[config.mk]
export PLATFORM = sky130hd
export DESIGN_NAME = dmaq_engine
export DESIGN_NICKNAME = d
export VERILOG_FILES = /design/src/rtl/dmaq_pkg.sv /design/src/rtl/dmaq_path.sv /design/src/rtl/dmaq_ctrl.sv /design/src/rtl/dmaq_engine.sv
export SDC_FILE = /design/constraint.sdc
export NUM_CORES = 1
export LEC_CHECK = 0
export CAP_MARGIN = 20
export CELL_PAD_IN_SITES_DETAIL_PLACEMENT = 0
export CELL_PAD_IN_SITES_GLOBAL_PLACEMENT = 1
export CORE_UTILIZATION = 45
export DETAILED_ROUTE_END_ITERATION = 6
export PLACE_DENSITY = 0.91
export RECOVER_POWER = 50
export SLEW_MARGIN = 20
export SYNTH_ARGS = -nofsm -noshare
export SYNTH_HDL_FRONTEND = slang
export SYNTH_SLANG_ARGS = --single-unit
[constraint.sdc]
create_clock -name clk -period 8.6 [get_ports clk]
set_input_delay 1.72 -clock clk [delete_from_list [all_inputs] [get_ports clk]]
set_output_delay 1.72 -clock clk [all_outputs]
set_load 0.1 [all_outputs]
[src/rtl/dmaq_pkg.sv]
package dmaq_pkg;

  typedef enum logic [1:0] {
    ADR_PTR = 2'd0,
    ADR_SRC = 2'd1,
    ADR_DST = 2'd2
  } adrSel_e;

  // strobes from control to datapath
  typedef struct packed {
    logic    arm;
    logic    capCnt;
    logic    capDst;
    logic    capSrc;
    logic    capData;
    logic    stepWord;
    logic    nextDesc;
    adrSel_e adrSel;
    logic [1:0] fetchIdx;
  } dpCtl_t;

  localparam logic [2:0] REG_MODE = 3'd0;
  localparam logic [2:0] REG_SRC  = 3'd1;
  localparam logic [2:0] REG_DST  = 3'd2;
  localparam logic [2:0] REG_CNT  = 3'd3;
  localparam logic [2:0] REG_PTR  = 3'd4;

endpackage

[src/rtl/dmaq_path.sv]
module dmaq_path
  import dmaq_pkg::*;
#(
  parameter int ADDR_W = 32,
  parameter int CNT_W = 8,
  parameter logic [ADDR_W-1:0] EXT_MASK = 32'h0F00_0000,
  parameter logic [ADDR_W-1:0] EXT_BASE = 32'h0200_0000
) (
  input  logic              clk,
  input  logic              rstN,
  input  logic              regWe,
  input  logic [2:0]        regAddr,
  input  logic [ADDR_W-1:0] regWdata,
  input  logic              busy,
  input  dpCtl_t            ctl,
  input  logic [ADDR_W-1:0] memRdata,
  output logic [ADDR_W-1:0] memAddr,
  output logic [ADDR_W-1:0] memWdata,
  output logic              modeIndirect,
  output logic              runIndirect,
  output logic              lastWord,
  output logic              lastDesc,
  output logic              errFlag
);

  localparam logic [CNT_W:0] FULL_CNT = {1'b1, {CNT_W{1'b0}}};
  localparam logic [CNT_W:0] WORD_B   = (CNT_W+1)'(4);

  logic [3:0]        modeReg;
  logic [ADDR_W-1:0] srcReg, dstReg, ptrReg;
  logic [CNT_W-1:0]  cntReg;
  logic [ADDR_W-1:0] curSrc, curDst, curPtr, dataBuf;
  logic [CNT_W:0]    remBytes;
  logic [ADDR_W-1:0] srcStep, dstStep;
  logic              extSrc;

  function automatic logic [CNT_W:0] effCount(input logic [CNT_W-1:0] c);
    return (c == '0) ? FULL_CNT : {1'b0, c};
  endfunction

  // programmed registers, frozen while busy
  always_ff @(posedge clk) begin
    if (!rstN) begin
      modeReg <= '0;
      srcReg  <= '0;
      dstReg  <= '0;
      cntReg  <= '0;
      ptrReg  <= '0;
      errFlag <= 1'b0;
    end else begin
      if (regWe && !busy) begin
        case (regAddr)
          REG_MODE: modeReg <= regWdata[3:0];
          REG_SRC:  srcReg  <= regWdata;
          REG_DST:  dstReg  <= regWdata;
          REG_CNT:  cntReg  <= regWdata[CNT_W-1:0];
          REG_PTR:  ptrReg  <= regWdata;
          default:  ;
        endcase
      end
      if (ctl.arm) errFlag <= 1'b0;
      else if (regWe && busy) errFlag <= 1'b1;
    end
  end

  assign extSrc  = (curSrc & EXT_MASK) == EXT_BASE;
  assign srcStep = (modeReg[3] || (runIndirect && extSrc)) ? ADDR_W'(4) : '0;

  always_comb begin
    case (modeReg[2:1])
      2'b00:   dstStep = '0;
      2'b01:   dstStep = ADDR_W'(2);
      default: dstStep = ADDR_W'(4);
    endcase
  end

  // working state
  always_ff @(posedge clk) begin
    if (!rstN) begin
      curSrc      <= '0;
      curDst      <= '0;
      curPtr      <= '0;
      dataBuf     <= '0;
      remBytes    <= '0;
      runIndirect <= 1'b0;
      lastDesc    <= 1'b0;
    end else begin
      if (ctl.arm) begin
        curSrc      <= srcReg;
        curDst      <= dstReg;
        curPtr      <= ptrReg;
        remBytes    <= effCount(cntReg);
        runIndirect <= modeReg[0];
        lastDesc    <= 1'b0;
      end
      if (ctl.capCnt) remBytes <= effCount(memRdata[CNT_W-1:0]);
      if (ctl.capDst) curDst <= memRdata;
      if (ctl.capSrc) begin
        curSrc   <= {1'b0, memRdata[ADDR_W-2:0]};
        lastDesc <= memRdata[ADDR_W-1];
      end
      if (ctl.capData) dataBuf <= memRdata;
      if (ctl.stepWord) begin
        curSrc   <= curSrc + srcStep;
        curDst   <= curDst + dstStep;
        remBytes <= (remBytes > WORD_B) ? remBytes - WORD_B : '0;
      end
      if (ctl.nextDesc) curPtr <= curPtr + ADDR_W'(12);
    end
  end

  always_comb begin
    case (ctl.adrSel)
      ADR_PTR: memAddr = curPtr + ADDR_W'({ctl.fetchIdx, 2'b00});
      ADR_SRC: memAddr = curSrc;
      default: memAddr = curDst;
    endcase
  end

  assign memWdata     = dataBuf;
  assign modeIndirect = modeReg[0];
  assign lastWord     = remBytes <= WORD_B;

  AST_REG_FROZEN: assert property (@(posedge clk) disable iff (!rstN)
    (busy && regWe) |=> $stable(modeReg));
  AST_ERR_RAISED: assert property (@(posedge clk) disable iff (!rstN)
    (busy && regWe && !ctl.arm) |=> errFlag);
  AST_NO_UNDERFLOW: assert property (@(posedge clk) disable iff (!rstN)
    ctl.stepWord |-> (remBytes != '0));
  AST_FLAG_MASKED: assert property (@(posedge clk) disable iff (!rstN)
    (runIndirect && ctl.adrSel == ADR_SRC && !ctl.arm) |-> !memAddr[ADDR_W-1]);

endmodule

[src/rtl/dmaq_ctrl.sv]
module dmaq_ctrl
  import dmaq_pkg::*;
(
  input  logic   clk,
  input  logic   rstN,
  input  logic   start,
  input  logic   cpuBusReq,
  input  logic   cpuBusWrite,
  input  logic   memGnt,
  input  logic   modeIndirect,
  input  logic   runIndirect,
  input  logic   lastWord,
  input  logic   lastDesc,
  output dpCtl_t ctl,
  output logic   busy,
  output logic   memReq,
  output logic   memWe,
  output logic   cpuBusGnt,
  output logic   doneIrq
);

  typedef enum logic [2:0] {
    S_IDLE, S_HOLD, S_FREQ, S_FCAP, S_RREQ, S_RCAP, S_WREQ
  } state_e;

  state_e     state, nxt;
  logic [1:0] idx, idxNxt;
  logic       irqSet;
  logic       cpuWriting;

  assign cpuWriting = cpuBusReq && cpuBusWrite;

  always_comb begin
    nxt        = state;
    idxNxt     = idx;
    ctl        = '0;
    ctl.adrSel = ADR_PTR;
    memReq     = 1'b0;
    memWe      = 1'b0;
    irqSet     = 1'b0;
    case (state)
      S_IDLE: begin
        if (start) begin
          ctl.arm = 1'b1;
          idxNxt  = '0;
          if (cpuWriting)        nxt = S_HOLD;
          else if (modeIndirect) nxt = S_FREQ;
          else                   nxt = S_RREQ;
        end
      end
      S_HOLD: begin
        if (!cpuWriting) nxt = runIndirect ? S_FREQ : S_RREQ;
      end
      S_FREQ: begin
        memReq       = 1'b1;
        ctl.fetchIdx = idx;
        if (memGnt) nxt = S_FCAP;
      end
      S_FCAP: begin
        ctl.fetchIdx = idx;
        ctl.capCnt   = (idx == 2'd0);
        ctl.capDst   = (idx == 2'd1);
        ctl.capSrc   = (idx == 2'd2);
        if (idx == 2'd2) begin
          idxNxt = '0;
          nxt    = S_RREQ;
        end else begin
          idxNxt = idx + 2'd1;
          nxt    = S_FREQ;
        end
      end
      S_RREQ: begin
        memReq     = 1'b1;
        ctl.adrSel = ADR_SRC;
        if (memGnt) nxt = S_RCAP;
      end
      S_RCAP: begin
        ctl.adrSel  = ADR_SRC;
        ctl.capData = 1'b1;
        nxt         = S_WREQ;
      end
      S_WREQ: begin
        memReq     = 1'b1;
        memWe      = 1'b1;
        ctl.adrSel = ADR_DST;
        if (memGnt) begin
          ctl.stepWord = 1'b1;
          if (!lastWord) begin
            nxt = S_RREQ;
          end else if (runIndirect && !lastDesc) begin
            ctl.nextDesc = 1'b1;
            nxt          = S_FREQ;
          end else begin
            irqSet = 1'b1;
            nxt    = S_IDLE;
          end
        end
      end
      default: nxt = S_IDLE;
    endcase
  end

  always_ff @(posedge clk) begin
    if (!rstN) begin
      state   <= S_IDLE;
      idx     <= '0;
      doneIrq <= 1'b0;
    end else begin
      state   <= nxt;
      idx     <= idxNxt;
      doneIrq <= irqSet;
    end
  end

  assign busy      = (state != S_IDLE);
  assign cpuBusGnt = cpuBusReq && (state == S_IDLE || state == S_HOLD);

  AST_CPU_HELD: assert property (@(posedge clk) disable iff (!rstN)
    memReq |-> !cpuBusGnt);
  AST_START_DEFERRED: assert property (@(posedge clk) disable iff (!rstN)
    (cpuWriting && cpuBusGnt) |-> !memReq);
  AST_IRQ_SINGLE: assert property (@(posedge clk) disable iff (!rstN)
    doneIrq |=> !doneIrq);
  AST_IRQ_IDLE: assert property (@(posedge clk) disable iff (!rstN)
    doneIrq |-> !busy);
  AST_START_IGNORED: assert property (@(posedge clk) disable iff (!rstN)
    (busy && start && !irqSet) |=> busy);

endmodule

[src/rtl/dmaq_engine.sv]
module dmaq_engine
  import dmaq_pkg::*;
#(
  parameter int ADDR_W = 32,
  parameter int CNT_W = 8,
  parameter logic [ADDR_W-1:0] EXT_MASK = 32'h0F00_0000,
  parameter logic [ADDR_W-1:0] EXT_BASE = 32'h0200_0000
) (
  input  logic              clk,
  input  logic              rstN,
  input  logic              regWe,
  input  logic [2:0]        regAddr,
  input  logic [ADDR_W-1:0] regWdata,
  input  logic              start,
  input  logic              cpuBusReq,
  input  logic              cpuBusWrite,
  output logic              cpuBusGnt,
  output logic              memReq,
  output logic              memWe,
  output logic [ADDR_W-1:0] memAddr,
  output logic [ADDR_W-1:0] memWdata,
  input  logic              memGnt,
  input  logic [ADDR_W-1:0] memRdata,
  output logic              busy,
  output logic              doneIrq,
  output logic              errFlag
);

  dpCtl_t ctl;
  logic   modeIndirect, runIndirect, lastWord, lastDesc;

  dmaq_ctrl uCtrl (
    .clk, .rstN, .start, .cpuBusReq, .cpuBusWrite, .memGnt,
    .modeIndirect, .runIndirect, .lastWord, .lastDesc,
    .ctl, .busy, .memReq, .memWe, .cpuBusGnt, .doneIrq
  );

  dmaq_path #(
    .ADDR_W(ADDR_W), .CNT_W(CNT_W), .EXT_MASK(EXT_MASK), .EXT_BASE(EXT_BASE)
  ) uPath (
    .clk, .rstN, .regWe, .regAddr, .regWdata, .busy, .ctl, .memRdata,
    .memAddr, .memWdata, .modeIndirect, .runIndirect, .lastWord, .lastDesc,
    .errFlag
  );

endmodule

Yosys cells after proc, flatten, opt, wreduce, memory -nomap -nowiden
Cells that the tools add are included.

Bitwise operators: 1. Equal/unequal tests: 20. Multiplexer cells: 47. Add/subtract/negate cells: 6. Reductions and logical operators: 36. Order comparisons: 2.

Operator list (count): 32-bit 2-to-1 mux (8); 32-bit one-hot mux with 2 select lines (1); 9-bit 2-to-1 mux (6); 3-bit 2-to-1 mux (12); 32-bit by 3-bit adder with 32-bit output (1); 32-bit adder (1); 32-bit by 4-bit adder with 32-bit output (1); 32-bit by 4-bit adder with 32-bit output (second input constant) (1); 3-bit one-hot mux with 7 select lines (1); 8-bit logical NOT (2); 3-bit by 2-bit equality test with 1-bit output (second input constant) (4); 3-bit equality test (second input constant) (4); 2-bit 2-to-1 mux (6); 2-bit AND reduction (6); 3-bit nonzero test (4); 1-bit 2-to-1 mux (10); 2-bit != test (second input constant) (5); 9-bit by 3-bit > comparator with 1-bit output (second input constant) (1); 9-bit by 3-bit less-or-equal comparator with 1-bit output (second input constant) (1); 9-bit by 3-bit subtractor with 9-bit output (second input constant) (1); 2-bit one-hot mux with 2 select lines (2); 2-bit by 1-bit equality test with 1-bit output (second input constant) (3); 3-bit by 1-bit equality test with 1-bit output (second input constant) (2); 1-bit logical AND (6); other kinds (14) (23).

Flip-flop bits (word level): 254. Word-level logic and storage cells: 128. Input port bits: 74. Output and inout bits: 70.

Logic depth before layout (Yosys ltp)
Gate-level depths: netlist of run 1.

Depth in word-level cells: 7. Gate-level depth with buffers: 11. Depth with buffers taken out: 9.

Modules after synthesis
From an unflattened synthesis of run 1, not the netlist that was laid out.

Cells, all modules: 1821. Area, all modules: 13814.5 um^2.

By module, submodules not included: dmaq_path (seq. area each 4964.8 um^2, area an instance 13277.7 um^2, cells each 1747, instances 1); dmaq_ctrl (seq. area each 120.1 um^2, area an instance 536.8 um^2, cells each 74, instances 1).

Least setup slack after synthesis of run 1
OpenSTA, ideal clock, no wires.

Path type: register -> output. Start point: register uCtrl.state[1]. End point: output memAddr[30]. Arrival: 4535 ps. Path slack: 2345 ps. Path buffers: 2. Stages on the path, launching flop included: 12. Required time: 6880 ps. Cell sequence: dfxtp_1 buf_6 clkbuf_1 inv_1 nor3_1 ha_1 fa_1 nand4_1 nor4_1 nand4_1 xor2_1 o21ai_0.

Cells in the longest elaborated chain, start to end: 5. Elaborated cells on any way between the ends: 13. Classes of those cells: add/sub: 1; eq/ne: 6; mux: 3; reduce/logical: 3.

RTL lines: from (decl) (RTL line dmaq_ctrl.sv:26) `state_e state, nxt;`; from (signal assigned) (RTL line dmaq_ctrl.sv:109) `state <= nxt;`; 3-bit by 2-bit equality test with 1-bit output / 3-bit equality test (equally long branches) (RTL line dmaq_ctrl.sv:41) `case (state)`; 2-bit OR reduction (no line); 2-bit 2-to-1 mux / 2-bit one-hot mux with 2 select lines (equally long branches) (RTL line dmaq_ctrl.sv:41); 32-bit by 4-bit adder with 32-bit output, or another cell as far along (RTL line dmaq_path.sv:114) `ADR_PTR: memAddr = curPtr + ADDR_W'({ctl.fetchIdx, 2'b00});`; 32-bit one-hot mux with 2 select lines (*) (RTL line dmaq_path.sv:113) `case (ctl.adrSel)`; to (decl) (RTL line dmaq_engine.sv:20) `output logic [ADDR_W-1:0] memAddr,`.

Every way passes the cells marked *; elsewhere a longest branch is shown, timed or not.

==> impl_metrics.py, run 1 <==
metrics = {
    "status": {
        "run_status": "complete, but fails checks",
        "violations": "max-capacitance violations, max-slew violations",
    },
    "timing": {
        "tightestPinTransition_ps": 3420,
        "setup-tns-final_ps": 0,
        "unrepaired_setup_endpoints_after_global_routing": "no",
        "timing.max_slew.rel_slack_pct": -128,
        "tcrit_tclk_final_pct": 76.7,
        "fin_ws_ps": 2010,
        "clock_skew_ps": 17.6,
        "final-hold-violation-count": 0,
        "timing_max_transition_violations_final": 146,
        "worst_hold_slack_ps": 451,
        "period_minus_slack_ps": 6590,
        "setup_violations": 0,
        "max_freq_mhz": 152,
    },
    "worst_setup_path": {
        "path_class": "input port to flop",
        "cp-endpoint": "uPath.curDst[16]$_SDFFE_PN0N_",
        "critical_path.startpoint": "rstN",
        "critical_path_sink_type": "flop",
        "reg2reg_setup_slack_ps": 5370,
        "crit_path_max_fanout": 118,
        "worst-endpoint-required_ps": 9100,
        "rr_startpoint": "uPath.modeReg[2]$_SDFFE_PN0P_",
        "cp.arrival_ps": 7100,
        "crit-reg2reg-capture": "uPath.curDst[25]$_SDFFE_PN0N_",
        "cp-start-kind": "input port",
        "worst-r2r-cell-count": 9,
    },
    "cts": {
        "cts.path.max_buffers": 3,
        "cts.root.buffer_cell": "clkbuf_16",
        "clkTransAtPathRegs_ps": 70,
        "clkLatencyLatePin_ps": 560,
        "clock_sink_count": 254,
        "cts_resized": 0,
        "cts_buffers": 29,
        "postCtsHoldBufs": 0,
        "postCtsSetupBuffers": 0,
        "tritoncts": "built",
        "cts_htree_levels": 1,
    },
    "route": {
        "drt-vias-per-instance": 6.34,
        "total_drc_errors_in_the_routed_layout": 0,
        "wl_per_cell_um": 22.1,
        "firstDrtPassIters": 6,
        "final_antenna_net_count": 0,
        "dr.first_iter.drc_count": 1701,
        "dr_total_vias": 13900,
        "routed_wirelength_mm": 48.7,
    },
    "cells_and_area": {
        "share_of_post_route_cells_with_drive_strength_above_1_pct": 6.66,
        "layout.core_utilization_pct": 54.7,
        "final_net_count": 1881,
        "design_area_um2": 15800,
        "count_of_fill_cells_added_during_filler_insertion": 2752,
        "antenna-diode-count": 0,
        "layout-area-overhead-vs-synth_pct": 19.1,
        "final-instance-count-excl-fill": 2200,
    },
    "floorplan": {
        "std_cell_rows": 62,
        "die_w_um": 174,
        "initial_core_util_pct": 45.9,
        "core_area_um2": 28900,
        "fp.dieH_um": 174,
        "dieArea_um2": 30100,
        "floorplan.io_pins": 144,
    },
    "power_and_ir_drop": {
        "cellPowerDensity_nw_per_um2": 199,
        "static-leakage-power_nw": 5.20,
        "fin_total_pwr_mw": 3.14,
        "peakVddDrop_v": 0.000149,
    },
    "place": {
        "gp_routability_congestion": 0.933,
        "total_half_perimeter_wirelength_after_legalization_and_detailed_placement_mm": 33.4,
        "dpl.cell_count": 2149,
        "placed_area_um2": 14800,
        "place.port_buffers": 143,
        "placement.setup.worst_slack_ps": 2920,
    },
    "yosys": {
        "number_of_nets_in_the_synthesized_netlist": 1813,
        "post_synth_num_cell_types": 82,
        "synthArstFlopShare_pct": 0,
        "synth-warning-count": 0,
        "synthFlopType": "dfxtp_1",
        "cell_area_after_technology_mapping_um2": 13300,
        "synth_sequential_area_ratio_pct": 38.4,
        "synthesis.area_per_instance_um2": 7.67,
        "synth_seq_cells": 254,
        "synth_cells": 1728,
        "edff_count_synth": 0,
    },
    "grt": {
        "first_pass_grt_wire_length_mm": 73.8,
        "antenna_found_initial": 0,
        "grt_usage_pct": 31.2,
        "global_route.overflow_total": 0,
        "grt_max_degree": 119,
        "first_global_vias": 12700,
    },
    "hold_path": {
        "min-delay-path-class": "flop to flop",
    },
    "flow_run": {
        "timing.max_cap.violations": 2,
    },
}
## layer usage
layer	share of wire [%]	track usage, %	vias up	wire length, um
met5	0	0	-	0
met4	6.3	18.5	0	3060
met3	7.4	4.50	161	3590
met2	45	49.1	685	21900
met1	41	40.8	6677	20200
li1	-	-	6418	-
## where the power goes
part	switching [mW]	internal, mW
sequential	0.0620	1.22
clock	0.512	0.758
combinational	0.422	0.169
total	0.995	2.15
## worst min path at each step
stage | to | slack [ps] | depth (start not counted) | from
final | uPath.ptrReg[21]$_SDFFE_PN0P_ | 450 | 2 | uPath.ptrReg[21]$_SDFFE_PN0P_
after global routing | uPath.ptrReg[17]$_SDFFE_PN0P_ | 470 | 2 | uPath.ptrReg[17]$_SDFFE_PN0P_
after CTS | uPath.ptrReg[21]$_SDFFE_PN0P_ | 450 | 2 | uPath.ptrReg[21]$_SDFFE_PN0P_
after detailed placement | uPath.srcReg[2]$_SDFFE_PN0P_ | 440 | 2 | uPath.srcReg[2]$_SDFFE_PN0P_
after global placement | uPath.curPtr[0]$_SDFFE_PN0P_ | 440 | 2 | uPath.ptrReg[0]$_SDFFE_PN0P_
after floorplan | uPath.curPtr[1]$_SDFFE_PN0P_ | 430 | 2 | uPath.ptrReg[1]$_SDFFE_PN0P_
## Yosys cell counts (all sizes together) (9+ instances only)
cell type / n / area, um^2
xnor2: 20 / 175
xor2: 17 / 149
o21ai: 74 / 370
buf: 43 / 245
o21a: 13 / 97.6
mux2: 9 / 101
ha: 9 / 113
clkbuf: 89 / 334
mux2i: 18 / 180
a211oi: 20 / 155
and2: 12 / 75.1
a31oi: 31 / 194
inv: 22 / 82.6
dfxtp: 254 / 5080
nand2: 390 / 1460
o221ai: 22 / 193
nand4: 29 / 181
nor4: 21 / 138
a21oi: 212 / 1060
nand3: 53 / 265
a221oi: 9 / 78.8
and4: 16 / 140
or3: 24 / 150
o211ai: 20 / 150
nor3: 42 / 236
and3: 26 / 163
o22ai: 14 / 87.6
a22oi: 33 / 248
nor2: 68 / 255
## worst max-delay path, cell delays in order
cell and delay, ps:
buf_2 80, clkbuf_1 2400, inv_6 1020, clkbuf_2 1150
a21oi_1 430, o21a_1 160
## sequential cells by signal (all words and copies together), names as in the netlist
name,cells
uPath.curDst,32
uPath.curPtr,32
uPath.curSrc,32
uPath.dstReg,32
uPath.memWdata,32
uPath.ptrReg,32
uPath.srcReg,32
uPath.remBytes,9
uPath.cntReg,8
uPath.modeReg,4
uCtrl.state,3
uCtrl.idx,2
uCtrl.doneIrq,1
uPath.errFlag,1
uPath.lastDesc,1
uPath.runIndirect,1
## cell type report
| type | instances | area, um^2 | share of cell area (%) |
|---|---|---|---|
| sequential | 254 | 5080 | 32.2 |
| inverter | 23 | 91.3 | 0.578 |
| tap | 384 | 480 | 3.04 |
| timing repair buffer | 169 | 1620 | 10.2 |
| clock buffer | 39 | 823 | 5.21 |
| multi-input combinational | 1319 | 7550 | 47.8 |
| clock inverter | 12 | 145 | 0.919 |
## placed cells by master, fill, tap and decap left out, types with 12 or more instances in the layout
cell type	n
xor2_1	17
clkbuf_16	29
or3_1	24
nor4_1	19
nor2_1	64
nor3_1	38
buf_4	24
inv_1	21
a31oi_1	31
nand3_1	53
o22ai_1	14
o21a_1	13
xnor2_1	20
and3_1	26
a22oi_1	33
dfxtp_1	254
o21ai_0	73
nand2_1	389
o211ai_1	20
o221ai_1	22
a211oi_1	19
mux2i_1	18
and4_1	16
and2_1	12
clkdlybuf4s50_1	141
a21oi_1	212
nand4_1	29
## logic make-up (layout without fill, tap and decap cells)
kind of cell / count (synthesis) / after routing / share of synthesized area (%)
AOI/OAI and AO/OA: 524 / 524 / 25.1
xor gates and xnor gates: 37 / 37 / 2.45
adders and majority gates: 11 / 11 / 1.15
buffers and inverters: 155 / 243 / 5.02
DFF: 254 / 254 / 38.4
muxes: 27 / 27 / 2.12
and+or+nand+nor: 720 / 720 / 25.8
No activity file was read; power rests on OpenSTA's default activity.
==> run 2, diff against run 1 <==
CORE_UTILIZATION = 42   (was 45)
PLACE_DENSITY = 0.86   (was 0.91)
clock period = 6.8 ns   (was 8.6 ns; I/O delays follow)
==> impl_metrics.py, run 2 (same netlist as run 1, synthesis figures left out) <==
metrics = {
    "cts": {
        "postCtsHoldBufs": 0,
        "clkTransAtPathRegs_ps": 60,
        "clock_sink_count": 254,
        "cts.root.buffer_cell": "clkbuf_16",
        "cts.path.max_buffers": 3,
        "clkLatencyLatePin_ps": 560,
        "cts_htree_levels": 1,
        "tritoncts": "built",
        "cts_resized": 0,
        "cts_buffers": 30,
        "postCtsSetupBuffers": 0,
    },
    "worst_setup_path": {
        "cp-start-kind": "input port",
        "crit_slowest_cell": "clkbuf_1",
        "cp.arrival_ps": 6440,
        "critical_path_sink_type": "flop",
        "rr_startpoint": "uCtrl.state[1]$_SDFFE_PN0P_",
        "worst-endpoint-required_ps": 7290,
        "crit_path_max_fanout": 106,
        "timing.critical_path.cells": "buf_2, clkbuf_1, inv_6, clkbuf_2, a2111oi_0, a31o_2",
        "buffers_plus_inverters_on_the_worst_setup_path": 4,
        "timing.critical_path.max_delay_family": "buffers and inverters",
        "critical_path.startpoint": "rstN",
        "cp_slowest_stage_delay_ps": 2390,
        "path_class": "input port to flop",
    },
    "power_and_ir_drop": {
        "clkPwrFrac_pct": 41.5,
        "peakVddDrop_v": 0.000190,
        "reg_power_share_pct": 40.2,
        "fin_total_pwr_mw": 4.03,
        "power_share_of_the_combinational_group_pct": 18.3,
        "static-leakage-power_nw": 5.25,
        "p_sw_mw": 1.27,
        "power.switching_fraction_pct": 31.4,
        "cellPowerDensity_nw_per_um2": 255,
        "internal-power_mw": 2.77,
    },
    "floorplan": {
        "dieArea_um2": 32300,
        "initial_core_util_pct": 43.0,
        "die_w_um": 180,
        "floorplan.io_pins": 144,
        "fp.dieH_um": 180,
        "core_area_um2": 30800,
        "std_cell_rows": 64,
    },
    "hold_path": {
        "min-delay-path-class": "flop to flop",
        "worstHoldStart": "uPath.ptrReg[0]$_SDFFE_PN0P_",
    },
    "route": {
        "dr.first_iter.drc_count": 1612,
        "routed_wirelength_mm": 49.4,
        "firstDrtPassIters": 7,
        "final_antenna_net_count": 0,
        "drt-vias-per-instance": 6.25,
        "wl_per_cell_um": 22.3,
        "total_drc_errors_in_the_routed_layout": 9,
        "dr_total_vias": 13800,
    },
    "timing": {
        "period_minus_slack_ps": 5940,
        "final-hold-violation-count": 0,
        "unrepaired_setup_endpoints_after_global_routing": "no",
        "clock_skew_ps": 9.88,
        "timing.max_slew.rel_slack_pct": -127,
        "fin_ws_ps": 856,
        "worst_hold_slack_ps": 447,
        "max_freq_mhz": 168,
        "tightestPinTransition_ps": 3410,
        "setup-tns-final_ps": 0,
        "tcrit_tclk_final_pct": 87.4,
        "timing_max_transition_violations_final": 62,
        "setup_violations": 0,
    },
    "place": {
        "gp_routability_congestion": 0.950,
        "place.port_buffers": 143,
        "placement.setup.worst_slack_ps": 1490,
        "total_half_perimeter_wirelength_after_legalization_and_detailed_placement_mm": 34.4,
        "dpl.cell_count": 2157,
        "placed_area_um2": 14800,
    },
    "grt": {
        "grt_usage_pct": 30.0,
        "global_route.overflow_total": 0,
        "first_pass_grt_wire_length_mm": 76.2,
        "antenna_found_initial": 0,
        "grt_max_degree": 107,
        "first_global_vias": 12900,
    },
    "status": {
        "violations": "design-rule violations, max-capacitance violations, max-slew violations",
        "run_status": "complete, but fails checks",
    },
    "cells_and_area": {
        "share_of_post_route_cells_with_drive_strength_above_1_pct": 7.71,
        "antenna-diode-count": 0,
        "final_net_count": 1878,
        "design_area_um2": 15800,
        "layout.core_utilization_pct": 51.2,
        "layout-area-overhead-vs-synth_pct": 19.2,
        "count_of_fill_cells_added_during_filler_insertion": 3065,
        "mostFrequentLayoutCells": "nand2_1, dfxtp_1, a21oi_1",
        "mostFrequentLayoutCell": "nand2_1",
        "final-instance-count-excl-fill": 2212,
    },
    "flow_run": {
        "timing.max_cap.violations": 1,
    },
}
-- run 2: changes by cell type in the layout (fill, tap and decap cells not counted), moves of 2 or more --
cell / change
clkbuf_16: +2
buf_4: +12
bufinv_16: -2
clkinv_2: -3
clkdlybuf4s50_1: -16
clkbuf_8: +8
clkinvlp_4: +2
-- run 2: path summary, 6_finish.rpt --
kind / endpoint / slack [ps] / depth (start not counted)
min reg2reg: uPath.curPtr[0]$_SDFFE_PN0P_ / 450 / 2
max reg2reg: uPath.curPtr[25]$_SDFFE_PN0P_ / 3250 / 5
min: uPath.curPtr[0]$_SDFFE_PN0P_ / 450 / 2
max: uPath.curSrc[3]$_SDFFE_PN0N_ / 860 / 6
-- run 2: power groups by stage --
stage | registers [mW] | logic, mW | clock network [mW]
after floorplan | 1.65 | 0.471 | 0
after global placement | 1.65 | 0.722 | 0
after detailed placement | 1.65 | 0.727 | 0
after CTS | 1.62 | 0.729 | 1.70
after global routing | 1.63 | 0.779 | 1.76
final | 1.62 | 0.736 | 1.68
-- run 2: final cells by class --
type	instances	area (um^2)	share of cell area, %
Clock buffer	48	980	6.20
Clock inverter	7	65.1	0.412
Inverter	23	91.3	0.578
Multi-Input combinational cell	1319	7540	47.7
Sequential cell	254	5080	32.2
Tap cell	396	495	3.14
Timing Repair Buffer	165	1540	9.75
-- run 2: worst min-delay path: stages, from the launching register on --
cell	delay, ps
dfxtp_1	310
nand2_1	50
a21oi_1	50
-- run 2: layer usage --
| layer | global-route usage [%] | vias to the layer above | routed length (um) |
|---|---|---|---|
| li1 | - | 6421 | - |
| met1 | 38.8 | 6563 | 20400 |
| met2 | 47.8 | 689 | 22100 |
| met3 | 4.21 | 157 | 3680 |
| met4 | 17.4 | 0 | 3170 |
| met5 | 0 | - | 0 |
